$ cat src/rtl/cfb_pkg.sv
package cfb_pkg;

    localparam int PIX_W = 8;

    typedef enum logic [1:0] {
        FB_OFF     = 2'd0,
        FB_ONESHOT = 2'd1,
        FB_ALT     = 2'd2
    } fb_mode_e;

    typedef struct packed {
        logic             vld;
        logic [PIX_W-1:0] data;
    } pix_beat_t;

    // Undefined combinations fall back to buffering disabled.
    function automatic fb_mode_e fb_decode(input logic save, input logic once, input logic alt);
        fb_mode_e m;
        m = FB_OFF;
        if (save && once && !alt) m = FB_ONESHOT;
        if (save && !once && alt) m = FB_ALT;
        return m;
    endfunction

endpackage

$ cat src/rtl/cfb_addr_gen.sv
module cfb_addr_gen #(
    parameter int NPIX = 12,
    localparam int AW = (NPIX > 1) ? $clog2(NPIX) : 1
) (
    input  logic          clk,
    input  logic          rst,
    input  logic          px_vld,
    input  logic          px_sof,
    output logic          pix_acc,
    output logic          pix_first,
    output logic          pix_last,
    output logic [AW-1:0] pix_addr
);

    logic [AW-1:0] pos_q;
    logic          in_frame_q;

    assign pix_first = px_vld && px_sof;
    assign pix_acc   = px_vld && (px_sof || in_frame_q);
    assign pix_addr  = px_sof ? '0 : pos_q;
    assign pix_last  = pix_acc && (pix_addr == AW'(NPIX - 1));

    always_ff @(posedge clk) begin
        if (rst) begin
            pos_q      <= '0;
            in_frame_q <= 1'b0;
        end else if (pix_acc) begin
            if (pix_last) begin
                in_frame_q <= 1'b0;
                pos_q      <= '0;
            end else begin
                in_frame_q <= 1'b1;
                pos_q      <= pix_addr + 1'b1;
            end
        end
    end

    initial begin
        a_r4_min_frame: assert (NPIX >= 2);
    end

    a_r4_first_at_zero: assert property (@(posedge clk) disable iff (rst)
        pix_first |-> (pix_addr == '0));
    a_r4_addr_in_range: assert property (@(posedge clk) disable iff (rst)
        pix_acc |-> (pix_addr < AW'(NPIX)));
    a_r4_addr_steps: assert property (@(posedge clk) disable iff (rst)
        (pix_acc && !pix_last) ##1 (pix_acc && !pix_first) |-> (pix_addr == $past(pix_addr) + 1'b1));

endmodule

$ cat src/rtl/cfb_capture_ctl.sv
module cfb_capture_ctl
    import cfb_pkg::*;
(
    input  logic     clk,
    input  logic     rst,
    input  fb_mode_e mode,
    input  logic     pix_acc,
    input  logic     pix_first,
    input  logic     pix_last,
    output logic     wr_now,
    output logic     stored
);

    fb_mode_e mode_q;
    logic     mode_chg;
    logic     capt_q;
    logic     done_q;
    logic     phase_q;
    logic     stored_q;
    logic     want;
    logic     start;

    assign mode_chg = (mode != mode_q);
    assign want     = ((mode == FB_ONESHOT) && !done_q) || ((mode == FB_ALT) && !phase_q);
    assign start    = pix_first && want;
    assign wr_now   = pix_acc && !mode_chg && (pix_first ? start : capt_q);
    assign stored   = stored_q;

    always_ff @(posedge clk) begin
        if (rst) begin
            mode_q   <= FB_OFF;
            capt_q   <= 1'b0;
            done_q   <= 1'b0;
            phase_q  <= 1'b0;
            stored_q <= 1'b0;
        end else begin
            mode_q <= mode;
            if (mode_chg) begin
                capt_q   <= 1'b0;
                done_q   <= 1'b0;
                phase_q  <= 1'b0;
                stored_q <= 1'b0;
            end else begin
                if (pix_first) begin
                    capt_q <= start && !pix_last;
                    if (mode == FB_ALT) phase_q <= !phase_q;
                end else if (pix_last) begin
                    capt_q <= 1'b0;
                end
                if (wr_now && pix_last) begin
                    stored_q <= 1'b1;
                    if (mode == FB_ONESHOT) done_q <= 1'b1;
                end
            end
        end
    end

    a_r1_off_no_write: assert property (@(posedge clk) disable iff (rst)
        (mode == FB_OFF) |-> !wr_now);
    a_r5_flag_held: assert property (@(posedge clk) disable iff (rst)
        (stored_q && (mode == $past(mode)) && (mode == mode_q)) |=> stored_q);
    a_r3_single_capture: assert property (@(posedge clk) disable iff (rst)
        (done_q && (mode == FB_ONESHOT) && !mode_chg) |-> !wr_now);

endmodule

$ cat src/rtl/cfb_out_align.sv
module cfb_out_align
    import cfb_pkg::*;
(
    input  logic             clk,
    input  logic             rst,
    input  logic             pix_acc,
    input  logic [PIX_W-1:0] px_in,
    input  logic             rd_now,
    input  logic [PIX_W-1:0] mem_rdata,
    output logic [PIX_W-1:0] live_px,
    output logic             live_vld,
    output logic [PIX_W-1:0] stored_px,
    output logic             stored_vld
);

    pix_beat_t live_q;
    logic      rd_q;

    always_ff @(posedge clk) begin
        if (rst) begin
            live_q <= '0;
            rd_q   <= 1'b0;
        end else begin
            live_q.vld  <= pix_acc;
            live_q.data <= pix_acc ? px_in : live_q.data;
            rd_q        <= rd_now;
        end
    end

    assign live_px    = live_q.data;
    assign live_vld   = live_q.vld;
    assign stored_vld = rd_q;
    assign stored_px  = rd_q ? mem_rdata : '0;

    a_r6_live_follows: assert property (@(posedge clk) disable iff (rst)
        pix_acc |=> live_vld);
    a_r7_stored_with_live: assert property (@(posedge clk) disable iff (rst)
        stored_vld |-> live_vld);

endmodule

$ cat src/rtl/cam_fbuf_ctrl.sv
module cam_fbuf_ctrl
    import cfb_pkg::*;
#(
    parameter int IMG_W = 4,
    parameter int IMG_H = 3,
    localparam int NPIX = IMG_W * IMG_H,
    localparam int AW = (NPIX > 1) ? $clog2(NPIX) : 1
) (
    input  logic          clk,
    input  logic          rst,
    input  logic          cfg_save,
    input  logic          cfg_once,
    input  logic          cfg_alt,
    input  logic          replay_en,
    input  logic [7:0]    px_in,
    input  logic          px_vld,
    input  logic          px_sof,
    output logic [AW-1:0] mem_addr,
    output logic          mem_we,
    output logic [7:0]    mem_wdata,
    output logic          mem_re,
    input  logic [7:0]    mem_rdata,
    output logic [7:0]    live_px,
    output logic          live_vld,
    output logic [7:0]    stored_px,
    output logic          stored_vld,
    output logic          frame_stored
);

    fb_mode_e      mode;
    logic          pix_acc;
    logic          pix_first;
    logic          pix_last;
    logic [AW-1:0] pix_addr;
    logic          wr_now;
    logic          stored;
    logic          rd_now;

    assign mode = fb_decode(cfg_save, cfg_once, cfg_alt);

    cfb_addr_gen #(.NPIX(NPIX)) u_addr (
        .clk       (clk),
        .rst       (rst),
        .px_vld    (px_vld),
        .px_sof    (px_sof),
        .pix_acc   (pix_acc),
        .pix_first (pix_first),
        .pix_last  (pix_last),
        .pix_addr  (pix_addr)
    );

    cfb_capture_ctl u_capt (
        .clk       (clk),
        .rst       (rst),
        .mode      (mode),
        .pix_acc   (pix_acc),
        .pix_first (pix_first),
        .pix_last  (pix_last),
        .wr_now    (wr_now),
        .stored    (stored)
    );

    // Single port: a write owns the cycle, replay yields.
    assign rd_now = replay_en && stored && pix_acc && !wr_now;

    cfb_out_align u_out (
        .clk        (clk),
        .rst        (rst),
        .pix_acc    (pix_acc),
        .px_in      (px_in),
        .rd_now     (rd_now),
        .mem_rdata  (mem_rdata),
        .live_px    (live_px),
        .live_vld   (live_vld),
        .stored_px  (stored_px),
        .stored_vld (stored_vld)
    );

    assign mem_addr     = pix_addr;
    assign mem_we       = wr_now;
    assign mem_wdata    = px_in;
    assign mem_re       = rd_now;
    assign frame_stored = stored;

    a_r8_port_exclusive: assert property (@(posedge clk) disable iff (rst)
        !(mem_we && mem_re));
    a_r7_read_returns: assert property (@(posedge clk) disable iff (rst)
        mem_re |=> stored_vld);
    a_r8_write_no_stored: assert property (@(posedge clk) disable iff (rst)
        mem_we |=> !stored_vld);
    a_r4_ignored_no_access: assert property (@(posedge clk) disable iff (rst)
        !px_vld |-> !(mem_we || mem_re));

endmodule

$ cat config.mk
export PLATFORM = sky130hd
export DESIGN_NAME = cam_fbuf_ctrl
export DESIGN_NICKNAME = d
export VERILOG_FILES = /design/src/rtl/cfb_pkg.sv /design/src/rtl/cfb_addr_gen.sv /design/src/rtl/cfb_capture_ctl.sv /design/src/rtl/cfb_out_align.sv /design/src/rtl/cam_fbuf_ctrl.sv
export SDC_FILE = /design/constraint.sdc
export NUM_CORES = 1
export LEC_CHECK = 0
export BUFFER_PORTS_ARGS = -buffer_cell sky130_fd_sc_hd__buf_2
export CELL_PAD_IN_SITES_DETAIL_PLACEMENT = 1
export CELL_PAD_IN_SITES_GLOBAL_PLACEMENT = 2
export CORE_MARGIN = 2
export CORE_UTILIZATION = 24
export CTS_BUF_LIST = sky130_fd_sc_hd__clkbuf_8
export CTS_CLUSTER_SIZE = 25
export DETAILED_ROUTE_END_ITERATION = 10
export PLACE_DENSITY_LB_ADDON = 0.1
export SLEW_MARGIN = 20
export SYNTH_ARGS = -nofsm -noshare
export SYNTH_HDL_FRONTEND = slang
export SYNTH_SLANG_ARGS = --single-unit
$ cat constraint.sdc
create_clock -name clk -period 2.2 [get_ports clk]
set_clock_uncertainty 0.05 [all_clocks]
set_input_delay 0.44 -clock clk [delete_from_list [all_inputs] [get_ports clk]]
set_output_delay 0.44 -clock clk [all_outputs]
set_load 0.03 [all_outputs]
# Yosys cells after proc, flatten, opt, wreduce, memory -nomap -nowiden
# Cells that the tools add are included.
[classes] add_sub_neg=1 n_eq_ne=4 mux=9 reduce_logical=30
[op_table] operator="logical AND 1 bit" n=17
[op_table] operator="two-way mux 4 bit" n=2
[op_table] operator="two-way mux 8 bit" n=1
[op_table] operator="logical NOT 1 bit" n=7
[op_table] operator="two-way mux 1 bit" n=5
[op_table] operator="adder 4 x 1 -> 4 bit (second input constant)" n=1
[op_table] operator="== test 4 bit (second input constant)" n=1
[op_table] operator="AND reduction 2 bit" n=2
[op_table] operator="== test 2 x 1 -> 1 bit (second input constant)" n=1
[op_table] operator="== test 2 bit (second input constant)" n=1
[op_table] operator="logical OR 1 bit" n=2
[op_table] operator="two-way mux 2 bit" n=1
[op_table] operator="inequality test 2 bit" n=1
[op_table] operator="nonzero test 2 bit" n=1
[op_table] operator="OR reduction 2 bit" n=1
[word_totals] ff_bits=21 input_bits=24 output_inout_bits=33

# Logic depth before layout (Yosys ltp)
# Gate-level depths: netlist of run 1.
[depth] depth_word=12 depth_mapped=7

# Hierarchy
# Synthesis of run 1 repeated with hierarchy kept, for this count alone.
[hier_totals] hier_cells=113 hier_area_um2=1046.0
[by_module_without_submodules] mod="cfb_out_align" n_inst=1 cells_each=38 area_each_um2=389.1
[by_module_without_submodules] mod="cfb_addr_gen" n_inst=1 cells_each=38 area_each_um2=296.5
[by_module_without_submodules] mod="cfb_capture_ctl" n_inst=1 cells_each=26 area_each_um2=272.8
[by_module_without_submodules] mod="cam_fbuf_ctrl" n_inst=1 cells_each=11 area_each_um2=87.6

# Worst setup path before layout of run 1
# Ideal clock, no wire load.
[synth_timing] path_type="input to output" start="input px_vld" end="output mem_re" arrival_ps=1785 required_ps=1710 path_slack_ps=-75 stages=5 path_cell_list="clkdlybuf4s15_2 > a21oi_1 > a41o_1 > a21oi_2 > nor3_1"
[synth_via] elab_chain_len=6 elab_cells_between_ends=9 classes_between="1 x mux; 8 x reduce/logical"
[synth_rtl] item="start, declared" line="cam_fbuf_ctrl.sv:16" rtl="input logic px_vld,"
[synth_rtl] item="logical AND 1 bit" line="cfb_addr_gen.sv:18" rtl="assign pix_first = px_vld && px_sof;"
[synth_rtl] item="logical AND 1 bit" line="cfb_capture_ctl.sv:25" rtl="assign start = pix_first && want;"
[synth_rtl] item="two-way mux 1 bit" line="cfb_capture_ctl.sv:26" rtl="assign wr_now = pix_acc && !mode_chg && (pix_first ? start : capt_q);"
[synth_rtl] item="logical AND 1 bit" line="cfb_capture_ctl.sv:26"
[synth_rtl] item="logical NOT 1 bit" line="cam_fbuf_ctrl.sv:64" rtl="assign rd_now = replay_en && stored && pix_acc && !wr_now;"
[synth_rtl] item="logical AND 1 bit (*)" line="cam_fbuf_ctrl.sv:64"
[synth_rtl] item="end, declared" line="cam_fbuf_ctrl.sv:21" rtl="output logic mem_re,"
# Mark *: on every way between the ends. The rest lies on a longest branch, timed or not.

# Final worst setup path of run 1
[layout_timing] start="register u_capt.done_q" end="output mem_we"
[layout_via] elab_chain_len=6
[layout_rtl] item="start, declared" line="cfb_capture_ctl.sv:17" rtl="logic done_q;"
[layout_rtl] item="start signal, assigned" line="cfb_capture_ctl.sv:33" rtl="done_q <= 1'b0;"
[layout_rtl] item="start signal, assigned" line="cfb_capture_ctl.sv:40" rtl="done_q <= 1'b0;"
[layout_rtl] item="start signal, assigned" line="cfb_capture_ctl.sv:52" rtl="if (mode == FB_ONESHOT) done_q <= 1'b1;"
[layout_rtl] item="logical NOT 1 bit" line="cfb_capture_ctl.sv:24" rtl="assign want = ((mode == FB_ONESHOT) && !done_q) || ((mode == FB_ALT) && !phase_q);"
[layout_rtl] item="logical AND 1 bit" line="cfb_capture_ctl.sv:24"
[layout_rtl] item="logical OR 1 bit" line="cfb_capture_ctl.sv:24"
[layout_rtl] item="logical AND 1 bit" line="cfb_capture_ctl.sv:25"
[layout_rtl] item="two-way mux 1 bit" line="cfb_capture_ctl.sv:26"
[layout_rtl] item="logical AND 1 bit" line="cfb_capture_ctl.sv:26"
[layout_rtl] item="end, declared" line="cam_fbuf_ctrl.sv:19" rtl="output logic mem_we,"
# No other way between the ends.

==> results of run 1 <==
[routing by layer]
layer,share of wire,up-vias
li1,-,528
met1,0.44,504
met2,0.49,25
met3,0.050,5
met4,0.016,0
met5,0,-
[cells in the mapped netlist]
| cell type | count | area share |
|---|---|---|
| sky130_fd_sc_hd__dfxtp_1 | 21 | 0.41 |
| sky130_fd_sc_hd__nand2_1 | 21 | 0.076 |
| sky130_fd_sc_hd__a21oi_1 | 13 | 0.063 |
| sky130_fd_sc_hd__and2_1 | 9 | 0.054 |
| sky130_fd_sc_hd__nor2_1 | 9 | 0.033 |
| sky130_fd_sc_hd__buf_4 | 8 | 0.058 |
| sky130_fd_sc_hd__nor2b_1 | 5 | 0.030 |
| sky130_fd_sc_hd__nor3_1 | 4 | 0.019 |
| sky130_fd_sc_hd__o21a_1 | 3 | 0.022 |
| sky130_fd_sc_hd__buf_6 | 2 | 0.022 |
| sky130_fd_sc_hd__clkbuf_1 | 2 | 0.0072 |
| sky130_fd_sc_hd__nand3b_1 | 2 | 0.014 |
| sky130_fd_sc_hd__nor4_1 | 2 | 0.012 |
| sky130_fd_sc_hd__or4bb_1 | 2 | 0.022 |
| sky130_fd_sc_hd__xnor2_1 | 2 | 0.017 |
| sky130_fd_sc_hd__a21o_1 | 1 | 0.0072 |
| sky130_fd_sc_hd__a21oi_2 | 1 | 0.0085 |
| sky130_fd_sc_hd__a22o_1 | 1 | 0.0085 |
| sky130_fd_sc_hd__a22oi_1 | 1 | 0.0072 |
| sky130_fd_sc_hd__a2bb2oi_1 | 1 | 0.0085 |
| sky130_fd_sc_hd__a311oi_1 | 1 | 0.0085 |
| sky130_fd_sc_hd__a31oi_1 | 1 | 0.0060 |
| sky130_fd_sc_hd__a32oi_1 | 1 | 0.0085 |
| sky130_fd_sc_hd__a41o_1 | 1 | 0.0097 |
| sky130_fd_sc_hd__and4bb_2 | 1 | 0.012 |
| sky130_fd_sc_hd__buf_2 | 1 | 0.0048 |
| sky130_fd_sc_hd__clkdlybuf4s15_2 | 1 | 0.011 |
| sky130_fd_sc_hd__ha_1 | 1 | 0.012 |
| sky130_fd_sc_hd__inv_1 | 1 | 0.0036 |
| sky130_fd_sc_hd__nand3_1 | 1 | 0.0048 |
| sky130_fd_sc_hd__nand4_1 | 1 | 0.0060 |
| sky130_fd_sc_hd__o21ai_0 | 1 | 0.0048 |
| sky130_fd_sc_hd__o21ai_1 | 1 | 0.0048 |
| sky130_fd_sc_hd__or2b_2 | 1 | 0.0085 |
[power breakdown]
group	total [mW]	switching [mW]	internal, mW	leakage (nW)
registers	0.402	0.00770	0.394	0.172
logic	0.161	0.0991	0.0624	0.479
clock network	0.255	0.131	0.125	0.0269
total	0.818	0.237	0.581	0.678
[cells by family after synthesis]
group | count (synthesis) | synth area share
flops | 21 | 0.406
xor+xnor | 2 | 0.0169
compound gates | 27 | 0.167
buf+inv | 15 | 0.106
fa+ha+maj | 1 | 0.0121
simple gates | 58 | 0.292
[worst max-delay path: stages (launching register included)]
cell                      delay, ps
sky130_fd_sc_hd__dfxtp_2        330
sky130_fd_sc_hd__or4bb_1        470
sky130_fd_sc_hd__a41o_1         260
sky130_fd_sc_hd__a21oi_2        190
sky130_fd_sc_hd__and2_4         180
sky130_fd_sc_hd__buf_6          120
[layout make-up]
class,instances,area [µm²]
Sequential cell,21,422
Clock inverter,1,3.75
Tap cell,50,62.6
Timing Repair Buffer,66,364
Inverter,1,3.75
Fill cell,516,2680
Clock buffer,3,41.3
Multi-Input combinational cell,88,513
[flip-flops by register name, indices dropped and copies added (netlist names)]
| name | cells |
|---|---|
| u_out.live_vld | 1 |
| u_out.live_px | 8 |
| u_addr.pos_q | 4 |
| u_capt.stored | 1 |
| u_addr.in_frame_q | 1 |
| u_capt.capt_q | 1 |
| u_capt.done_q | 1 |
| u_capt.mode_q | 2 |
| u_out.stored_vld | 1 |
| u_capt.phase_q | 1 |
[how the worst max path moves through the flow]
stage / cells after the start / end
floorplan: 7 / u_addr.pos_q[3]
global placement: 6 / mem_we
detailed placement: 6 / mem_we
CTS: 5 / mem_we
global route: 5 / mem_we
finish: 5 / mem_we
[through the flow]
stage | hold WS, ps | worst slack (ps) | power (mW) | cells
2_1_floorplan | 383 | 45.3 | 0.516 | 124
3_3_place_gp | 391 | -144 | 0.568 | 225
3_5_place_dp | 397 | -151 | 0.570 | 225
4_1_cts | 356 | -117 | 0.831 | 229
5_1_grt | 375 | -191 | 0.865 | 230
6_report | 362 | -108 | 0.818 | 230
[what timing repair did]
item | CTS | global route
setup buffers | 0 | 1
gates resized for setup | 5 | 0
pin swaps | 3 | 0
setup endpoints to repair | 2 | 2
==> metrics.yaml, run 1 <==
outcome:
  status: "complete, but fails checks"
  failing_checks: "negative setup slack"
timing:
  share_of_the_clock_period_used_by_the_worst_path_after_layout: 1.05
  finalHoldViolations: 0
  fin_tns_setup_ps: -158
  rsz0062_at_grt: "true"
  worst_slew_margin_rel: 0.745
  timing.final.ws_setup_ps: -108
  finalCriticalPeriod_ps: 2310
  worst_slew_pin_slew_ps: 382
  max_freq_ghz: 0.433
  setup_viol: 2
  drv_slew: 0
cts:
  clock_tree.root_cell: "sky130_fd_sc_hd__clkbuf_8"
  hold_buffer_count_at_cts: 0
  h-tree-depth: 1
  clk_transition_reported_paths_ps: 80
  cts_buffers: 3
  clock_tree_from_tritoncts: "yes"
  buffer_levels_on_the_longest_clock_path: 2
  clk_latency_ps: 260
  cts_num_sinks: 21
worst_setup_path:
  worst_setup_slack_for_register_to_register_paths_ps: 470
  startpoint_class_of_the_critical_path: "flip-flop"
  critical_path.endpoint_type: "output pin"
  req_time_crit_path_ps: 1710
  timing.critical_path.arrival_ps: 1820
  worst-r2r-cell-count: 6
  critical_path_class: "reg -> out"
  rr_startpoint: "u_addr.pos_q[0]"
  crit-reg2reg-capture: "u_addr.pos_q[3]"
  cp-startpoint: "u_capt.done_q"
  critical_path_peak_fanout: 3
finish:
  layout-area-overhead-vs-synth_pct: 36.1
  layout.nets: 206
  num_antenna_cells: 0
  final_common_cell: "sky130_fd_sc_hd__buf_2"
  post-route-cell-area_um2: 1410
  commonest_non_fill_non_tap_cells_in_the_layout: "sky130_fd_sc_hd__buf_2 (54), sky130_fd_sc_hd__nand2_1 (21), sky130_fd_sc_hd__dfxtp_1 (20)"
  final_layout_size_suffix_gt1_frac: 0.417
  layout.core_utilization: 0.345
grt:
  grt.met3_usage: 0.0247
  grtUsageMet2: 0.213
  global_route_wire_length_before_repair_mm: 5.07
  pin_count_of_the_biggest_net_entering_global_routing: 20
  globalRouteMet1Util: 0.163
  grt_antenna_before_repair: 0
  globalRouteOverflowTotal: 0
  first_global_vias: 1102
  grt.busiest_layer: "met2"
  grt_util_all_layers: 0.128
floorplanning:
  die_w_um: 69.7
  row_count: 23
  num_io_pins: 57
  initial_utilization: 0.254
  floorplan.core_area_um2: 4090
  die_h_um: 69.7
  floorplan.die_area_um2: 4860
synth:
  yosysWarnings: 0
  synth_cell_type_count: 34
  postSynthCellCount: 124
  syn_avg_cell_area_um2: 8.35
  ys_ff_latch: 21
  mappedNetlistNets: 149
  yosysSeqAreaShare: 0.406
  post_synth_instance_area_um2: 1040
min_path:
  hold-path-cell-count: 3
  hold_start: "px_in[2]"
  timing.hold.worst.class: "in -> reg"
  hold_path_sink: "u_out.live_px[2]"
routing:
  detail_route.vias_per_cell: 4.62
  drt_pre_antenna_iters: 4
  drt-wirelength-per-cell_um: 13.0
  route.antenna.remaining_nets: 0
  first_iter_violations: 27
  routed_wirelength_mm: 3.00
  post-route-drc-count: 0
  vias: 1062
placed_design:
  gp_congestion: 0.754
  post_dp_cell_area_um2: 1350
  io_buffer_count: 56
  dp_hpwl_mm: 2.32
pwr:
  vdd_drop_max_mv: 0.208
  power_leakage_nw: 0.678
  power.density_nw_per_um2: 580
run:
  timing.max_cap.violations: 0
(Power assumes the default switching activity.)
==> inputs of run 2 (changes only) <==
--- a/config.mk
+++ b/config.mk
@@ -5,11 +5,12 @@
 export SDC_FILE = /design/constraint.sdc
 export NUM_CORES = 1
 export LEC_CHECK = 0
+export ABC_AREA = 1
 export BUFFER_PORTS_ARGS = -buffer_cell sky130_fd_sc_hd__buf_2
 export CELL_PAD_IN_SITES_DETAIL_PLACEMENT = 1
 export CELL_PAD_IN_SITES_GLOBAL_PLACEMENT = 2
 export CORE_MARGIN = 2
-export CORE_UTILIZATION = 24
+export CORE_UTILIZATION = 23
 export CTS_BUF_LIST = sky130_fd_sc_hd__clkbuf_8
 export CTS_CLUSTER_SIZE = 25
 export DETAILED_ROUTE_END_ITERATION = 10
==> constraint.sdc (replaced) <==
create_clock -name clk -period 2.2 [get_ports clk]
set_clock_uncertainty 0.05 [all_clocks]
set_input_delay 0.44 -clock clk [delete_from_list [all_inputs] [get_ports clk]]
set_output_delay 0.44 -clock clk [all_outputs]
set_load 0.01 [all_outputs]
==> run 2 against run 1 <==
Net effect:
- register-to-register slack improved by 190 ps
- non-clock buffer count fell by 8
- sequential power grew 1%
- the run now ends clean
- die area is 6.1% higher
- core utilization fell by 2.9 points
- flip-flop and latch count unchanged
- wire length down 3.2%
- first-iteration DRC count is 59% lower
- sequential share of layout area grew 0.48 points
- fmax rose by 24%
==> metrics.yaml, run 2 <==
synth:
  synthMuxAreaShare: 0  # unchanged
  ys_ff_latch: 21  # unchanged
  postSynth.asyncResetShare: 0  # unchanged
  yosysSeqAreaShare: 0.398  # -0.00816
  yosys_most_used_dff: "sky130_fd_sc_hd__dfxtp_1"
  compound_gate_portion_of_the_synthesized_area: 0.103  # -0.0637
  synth_simple_gate_area_frac: 0.320  # +0.0273
  mappedNetlistNets: 176  # +18%
  number_of_synthesized_flops_with_an_enable_pin: 0  # unchanged
  synth-adder-area-share: 0.0118  # -0.000243
  postSynthCellCount: 151  # +22%
  yosysWarnings: 0  # unchanged
  synth_cell_type_count: 22  # -35%
  post_synth_instance_area_um2: 1060  # +2.1%
  synth_common_cells: "sky130_fd_sc_hd__nor2_1 (27), sky130_fd_sc_hd__dfxtp_1 (21), sky130_fd_sc_hd__inv_1 (21)"
  netlist_top_cells_area: "sky130_fd_sc_hd__dfxtp_1 (40%), sky130_fd_sc_hd__nor2_1 (9.6%), sky130_fd_sc_hd__inv_1 (7.5%)"
  synth_largest_area_cell: "sky130_fd_sc_hd__dfxtp_1"
  main_combinational_cell_family_by_area_after_synthesis: "simple AND/OR/NAND/NOR gates"
  yosysMostFrequentCell: "sky130_fd_sc_hd__nor2_1"
  synth_xor_xnor_area_share: 0  # -0.0169
  synth_largest_type_area_fraction: 0.398  # -0.00816
  syn_avg_cell_area_um2: 7.00  # -16%
worst_setup_path:
  critical_path.endpoint_type: "output pin"
  crit-reg2reg-capture: "u_addr.pos_q[2]"
  req_time_crit_path_ps: 1710  # about the same
  critical_path_class: "in -> out"
  startpoint_class_of_the_critical_path: "input port"
  worst-r2r-cell-count: 8  # +2
  rr_startpoint: "u_addr.pos_q[0]"
  worst_setup_slack_for_register_to_register_paths_ps: 660  # +190 ps
  critical_path_peak_fanout: 6  # +3
  timing.critical_path.arrival_ps: 1360  # -460 ps
routing:
  route.antenna.remaining_nets: 0  # unchanged
  vias: 1080  # +1.7%
  met2_wirelength_mm: 1.42  # -3.6%
  drt_pre_antenna_iters: 4  # unchanged
  met3_length_um: 177  # +17%
  drt-wirelength-per-cell_um: 11.5  # -12%
  first_iter_violations: 11  # -59%
  maxUsedRoutingLayer: "met4"
  post-route-drc-count: 0  # unchanged
  routed_wirelength_mm: 2.90  # -3.2%
  detail_route.vias_per_cell: 4.27  # -7.6%
  routedLengthMet1_mm: 1.26  # -4.9%
pwr:
  power_leakage_nw: 0.781  # +15%
  power.switching_mw: 0.217  # -8.6%
  cellInternalPower_mw: 0.576  # -0.93%
  vdd_drop_max_mv: 0.434  # +110%
  power.density_nw_per_um2: 573  # -1.3%
  seqPwrFrac: 0.512  # +0.021
  power.share.clock: 0.323  # +0.011
  switching_share: 0.274  # -0.0163
  combPwrFrac: 0.165  # -0.032
grt:
  grt_util_all_layers: 0.116  # -0.0125
  pin_count_of_the_biggest_net_entering_global_routing: 14  # -30%
  first_global_vias: 1095  # -0.64%
  global_route_wire_length_before_repair_mm: 4.66  # -8.2%
  grt_antenna_before_repair: 0  # unchanged
  globalRouteOverflowTotal: 0  # unchanged
timing:
  worst_slew_pin_slew_ps: 373  # -9.45 ps
  worst_slew_margin_rel: 0.751  # +0.00603
  fin_tns_setup_ps: 0  # +158 ps
  max_freq_ghz: 0.539  # +24%
  rsz0062_at_grt: "false"
  drv_slew: 0  # unchanged
  setup_viol: 0  # -2
  finalHoldViolations: 0  # unchanged
  share_of_the_clock_period_used_by_the_worst_path_after_layout: 0.843  # -0.206
  finalCriticalPeriod_ps: 1850  # -453 ps
floorplanning:
  row_count: 24  # +4.3%
  die_w_um: 71.8  # +3.0%
  die_h_um: 71.8  # +3.0%
  floorplan.core_area_um2: 4380  # +7.3%
  num_io_pins: 57  # unchanged
  initial_utilization: 0.241  # -0.0124
  floorplan.die_area_um2: 5160  # +6.1%
cts:
  cts_num_sinks: 21  # unchanged
  clock_tree_from_tritoncts: "yes"
  h-tree-depth: 1  # unchanged
  clock_tree.root_cell: "sky130_fd_sc_hd__clkbuf_8"
  cts.repair_timing.setup_buffer_count: 0  # unchanged
  buffer_levels_on_the_longest_clock_path: 2  # unchanged
  clk_latency_ps: 260  # about the same
  clk_transition_reported_paths_ps: 80  # about the same
  hold_buffer_count_at_cts: 0  # unchanged
  cts-resized-gates: 0  # -5
  cts_buffers: 3  # unchanged
outcome:
  status: "complete, no violations"
finish:
  num_antenna_cells: 0  # unchanged
  final_layout_size_suffix_gt1_frac: 0.398  # -0.0187
  commonest_non_fill_non_tap_cells_in_the_layout: "sky130_fd_sc_hd__buf_2 (56), sky130_fd_sc_hd__nor2_1 (27), sky130_fd_sc_hd__inv_1 (21), sky130_fd_sc_hd__dfxtp_1 (21), sky130_fd_sc_hd__nand2_1 (20)"
  largest_reg_flops: 8  # unchanged
  final_common_cell: "sky130_fd_sc_hd__buf_2"
  layout.nets: 227  # +10%
  fillerInstances: 584  # +13%
  layout-area-overhead-vs-synth_pct: 30.9
  layout.core_utilization: 0.316  # -0.0294
placed_design:
  gp_congestion: 0.867  # +15%
  dp_hpwl_mm: 2.30  # -0.81%
  io_buffer_count: 56  # unchanged
run:
  timing.max_cap.violations: 0  # unchanged
min_path:
  timing.hold.worst.class: "in -> reg"
  hold_start: "px_in[6]"
  hold_path_sink: "u_out.live_px[6]"
  hold-path-cell-count: 3  # unchanged
run 2: cell count changes after synthesis, sizes merged, moves of 8 or more:
cell	change
a21oi	-9
and2	-9
inv	+25
nand3	+8
nor2	+21
o21ai	+12
run 2: logic make-up after synthesis:
family / count (synthesis)
AO/OA/AOI/OAI: 21
adder cells (fa/ha/maj): 1
buffers and inverters: 38
flip-flops: 21
AND/OR/NAND/NOR: 70
run 2: layout make-up:
type                            count  area (µm²)  area share
Multi-Input combinational cell     92         459       0.332
Sequential cell                    21         420       0.304
Timing Repair Buffer               58         295       0.213
Inverter                           26        97.6      0.0705
Tap cell                           52        65.1      0.0470
Clock buffer                        3        41.3      0.0298
Clock inverter                      1        5.00     0.00362
run 2: how the worst max path moves through the flow:
stage                         to  cells past startpoint  startpoint  slack, ps
after floorplan           mem_re                      9    cfg_once        640
after global placement    mem_re                     11    cfg_once        400
final                     mem_re                      9    cfg_save        350
after detailed placement  mem_re                      9    cfg_save        350
after CTS                 mem_re                      9    cfg_save        350
after global routing      mem_re                      9    cfg_save        230
run 2: metal layers:
layer	track usage	vias up
met5	0	-
met4	0.0419	0
met3	0.0352	4
met2	0.197	34
met1	0.137	482
li1	-	560
run 2: power groups by stage:
stage / Combinational (mW) / Sequential [mW] / Clock (mW)
after global routing: 0.147 / 0.409 / 0.290
final: 0.131 / 0.406 / 0.256
after floorplan: 0.0694 / 0.421 / 0
after detailed placement: 0.134 / 0.415 / 0
after global placement: 0.131 / 0.415 / 0
after CTS: 0.134 / 0.406 / 0.273
run 2: worst max-delay path, stage by stage:
cell and delay [ps]:
sky130_fd_sc_hd__buf_2 150, sky130_fd_sc_hd__nand2_1 70, sky130_fd_sc_hd__nor2_1 150, sky130_fd_sc_hd__nand3b_1 130, sky130_fd_sc_hd__nand3_2 120, sky130_fd_sc_hd__nand2_1 70, sky130_fd_sc_hd__inv_2 70, sky130_fd_sc_hd__nor2_1 40
sky130_fd_sc_hd__buf_2 130
run 2: metrics by stage:
step                      instance area, µm²  std cells  setup WS (ps)  hold WS (ps)  power (mW)
after floorplan                         1060        151            637           386       0.491
final                                   1380        253            345           361       0.793
after detailed placement                1340        249            351           418       0.549
after CTS                               1380        253            349           354       0.814
after global placement                  1340        249            403           411       0.545
after global routing                    1380        253            229           376       0.845
==> inputs of run 3 (changes only) <==
--- a/config.mk
+++ b/config.mk
@@ -10,7 +10,7 @@
 export CELL_PAD_IN_SITES_DETAIL_PLACEMENT = 1
 export CELL_PAD_IN_SITES_GLOBAL_PLACEMENT = 2
 export CORE_MARGIN = 2
-export CORE_UTILIZATION = 23
+export CORE_UTILIZATION = 20
 export CTS_BUF_LIST = sky130_fd_sc_hd__clkbuf_8
 export CTS_CLUSTER_SIZE = 25
 export DETAILED_ROUTE_END_ITERATION = 10
==> constraint.sdc (replaced) <==
create_clock -name clk -period 1.63 [get_ports clk]
set_clock_uncertainty 0.05 [all_clocks]
set_input_delay 0.326 -clock clk [delete_from_list [all_inputs] [get_ports clk]]
set_output_delay 0.326 -clock clk [all_outputs]
set_load 0.01 [all_outputs]
==> run 3 against run 2 <==
Net effect:
- the run now ends with negative setup slack left
- sequential power increased by 35%
- non-clock buffer count increased by 4
- total power increased by 38%
- critical path type is now reg -> out
- largest cell class unchanged
- highest routed layer unchanged
==> metrics.yaml, run 3 (synthesis gave the netlist of run 2 again) <==
floorplanning:
  row_count: 26  # +8.3%
  floorplan.core_area_um2: 5110  # +16%
  num_io_pins: 57  # unchanged
  die_w_um: 76.7  # +6.8%
  die_h_um: 76.7  # +6.8%
  floorplan.die_area_um2: 5880  # +14%
  initial_utilization: 0.207  # -0.0341
finish:
  num_antenna_cells: 0  # unchanged
  final_layout_size_suffix_gt1_frac: 0.434  # +0.0361
  layout.nets: 231  # +1.8%
  final_common_cell: "sky130_fd_sc_hd__buf_2"
  layout.cells.non_filler: 275  # +8.7%
  layout.core_utilization: 0.284  # -0.0315
  layout-area-overhead-vs-synth_pct: 37.3
  commonest_non_fill_non_tap_cells_in_the_layout: "sky130_fd_sc_hd__buf_2 (56), sky130_fd_sc_hd__nor2_1 (27), sky130_fd_sc_hd__inv_1 (21)"
  largest_reg_flops: 8  # unchanged
min_path:
  hold_start: "px_in[3]"
  hold-path-cell-count: 3  # unchanged
  hold_path_sink: "u_out.live_px[3]"
  timing.hold.worst.class: "in -> reg"
timing:
  drv_slew: 0  # unchanged
  rsz0062_at_grt: "true"
  finalHoldViolations: 0  # unchanged
  max_freq_ghz: 0.606
  finalCriticalPeriod_ps: 1650
  fin_worst_hold_slack_ps: 241  # -120 ps
  share_of_the_clock_period_used_by_the_worst_path_after_layout: 1.01
  fin_tns_setup_ps: -20.4  # -20.4 ps
  worst_slew_pin_slew_ps: 382  # +9.68 ps
  setup_viol: 1  # +1
  worst_slew_margin_rel: 0.745  # -0.00646
  timing.final.ws_setup_ps: -20.4  # -366 ps
grt:
  grt.met3_usage: 0.0271  # -0.00810
  grtUsageMet2: 0.187  # -0.00966
  grt_util_all_layers: 0.113  # -0.00254
  first_global_vias: 1127  # +2.9%
  globalRouteMet1Util: 0.142  # +0.00439
  grt.busiest_layer: "met2"
  globalRouteOverflowTotal: 0  # unchanged
  global_route_wire_length_before_repair_mm: 5.44  # +17%
  grt_antenna_before_repair: 0  # unchanged
  pin_count_of_the_biggest_net_entering_global_routing: 14  # unchanged
outcome:
  failing_checks: "negative setup slack"
  status: "complete, but fails checks"
worst_setup_path:
  req_time_crit_path_ps: 1250  # -460 ps
  critical_path_peak_fanout: 3  # -3
  rr_startpoint: "u_addr.pos_q[0]"
  worst_setup_slack_for_register_to_register_paths_ps: 200  # -460 ps
  timing.critical_path.arrival_ps: 1270  # -90 ps
  critical_path.endpoint_type: "output pin"
  worst-r2r-cell-count: 8  # unchanged
  crit-reg2reg-capture: "u_addr.pos_q[2]"
  startpoint_class_of_the_critical_path: "flip-flop"
  critical_path_class: "reg -> out"
pwr:
  combPwrFrac: 0.171  # +0.006
  switching_share: 0.282  # +0.00824
  cellInternalPower_mw: 0.784  # +36%
  power.density_nw_per_um2: 752  # +31%
  power.switching_mw: 0.308  # +42%
  power_leakage_nw: 0.821  # +5.0%
  power.share.clock: 0.326  # +0.003
  seqPwrFrac: 0.503  # -0.009
  vdd_drop_max_mv: 0.226  # -48%
cts:
  hold_buffer_count_at_cts: 0  # unchanged
  cts_buffers: 3  # unchanged
  clock_tree_from_tritoncts: "yes"
  buffer_levels_on_the_longest_clock_path: 2  # unchanged
  clk_transition_reported_paths_ps: 80  # about the same
  h-tree-depth: 1  # unchanged
  clk_latency_ps: 270  # about the same
  cts_num_sinks: 21  # unchanged
  clock_tree.root_cell: "sky130_fd_sc_hd__clkbuf_8"
routing:
  vias: 1112  # +3.0%
  post-route-drc-count: 0  # unchanged
  routed_wirelength_mm: 3.14  # +8.3%
  first_iter_violations: 33  # +22
  route.antenna.remaining_nets: 0  # unchanged
  drt_pre_antenna_iters: 4  # unchanged
  detail_route.vias_per_cell: 4.04  # -5.3%
  drt-wirelength-per-cell_um: 11.4  # -0.38%
placed_design:
  io_buffer_count: 56  # unchanged
  dp_hpwl_mm: 2.52  # +9.6%
  placed_cells: 269  # +8.0%
  place_worst_setup_slack_ps: 31.6  # -320 ps
  gp_congestion: 0.787  # -9.2%
run:
  timing.max_cap.violations: 0  # unchanged
run 3: cell types whose count changed in the layout (fill, tap and decap cells not counted), sizes merged:
cell,change
buf,+4
run 3: worst max-delay path, cell delays in order (launching register included):
cell                      delay [ps]
sky130_fd_sc_hd__dfxtp_2         340
sky130_fd_sc_hd__nand4_1          90
sky130_fd_sc_hd__nand2_2         110
sky130_fd_sc_hd__nand2_2          70
sky130_fd_sc_hd__nor2_4          120
sky130_fd_sc_hd__nand2_2          60
sky130_fd_sc_hd__inv_2            60
sky130_fd_sc_hd__nor2_1           40
sky130_fd_sc_hd__buf_2           140
run 3: timing repair:
item | in CTS | in global routing
pin swaps | 3 | 5
resized for setup | 2 | 4
buffers inserted | 1 | 1
setup endpoints to repair | 2 | 4
run 3: worst max-delay path by stage:
| stage | to | from | cells past startpoint | slack, ps |
|---|---|---|---|---|
| global route | mem_re | u_capt.mode_q[0] | 8 | -110 |
| CTS | mem_re | u_capt.mode_q[0] | 9 | -20 |
| floorplan | u_addr.pos_q[2] | u_addr.pos_q[0] | 8 | 220 |
| finish | mem_re | u_capt.mode_q[0] | 8 | -20 |
| global placement | mem_re | cfg_once | 11 | 50 |
| detailed placement | mem_re | cfg_alt | 11 | 30 |
run 3: power by group through the flow:
stage,sequential (mW),combinational [mW],clock (mW)
after floorplan,0.568,0.0937,0
after global placement,0.560,0.180,0
after detailed placement,0.561,0.184,0
after CTS,0.549,0.185,0.374
after global routing,0.554,0.211,0.407
final,0.549,0.186,0.356
run 3: layout make-up:
cell class	count	area [µm²]
multi-input cells	92	470
clock buffers	3	41.3
fillers	662	3660
inverters	26	97.6
well taps	70	87.6
flip-flops and latches	21	424
clock inverters	1	5.00
repair buffers	62	325
run 3: routing by layer:
metal  share of wire  up-vias  routed length (µm)
li1                -      568                   -
met1            0.46      506                1450
met2            0.47       34                1470
met3           0.056        4                 175
met4           0.012        0                  38
met5               0        -                   0
run 3: through the flow:
| step | cell area (µm²) | power [mW] |
|---|---|---|
| 2_1_floorplan | 1060 | 0.662 |
| 3_3_place_gp | 1380 | 0.740 |
| 3_5_place_dp | 1380 | 0.745 |
| 4_1_cts | 1430 | 1.11 |
| 5_1_grt | 1450 | 1.17 |
| 6_report | 1450 | 1.09 |
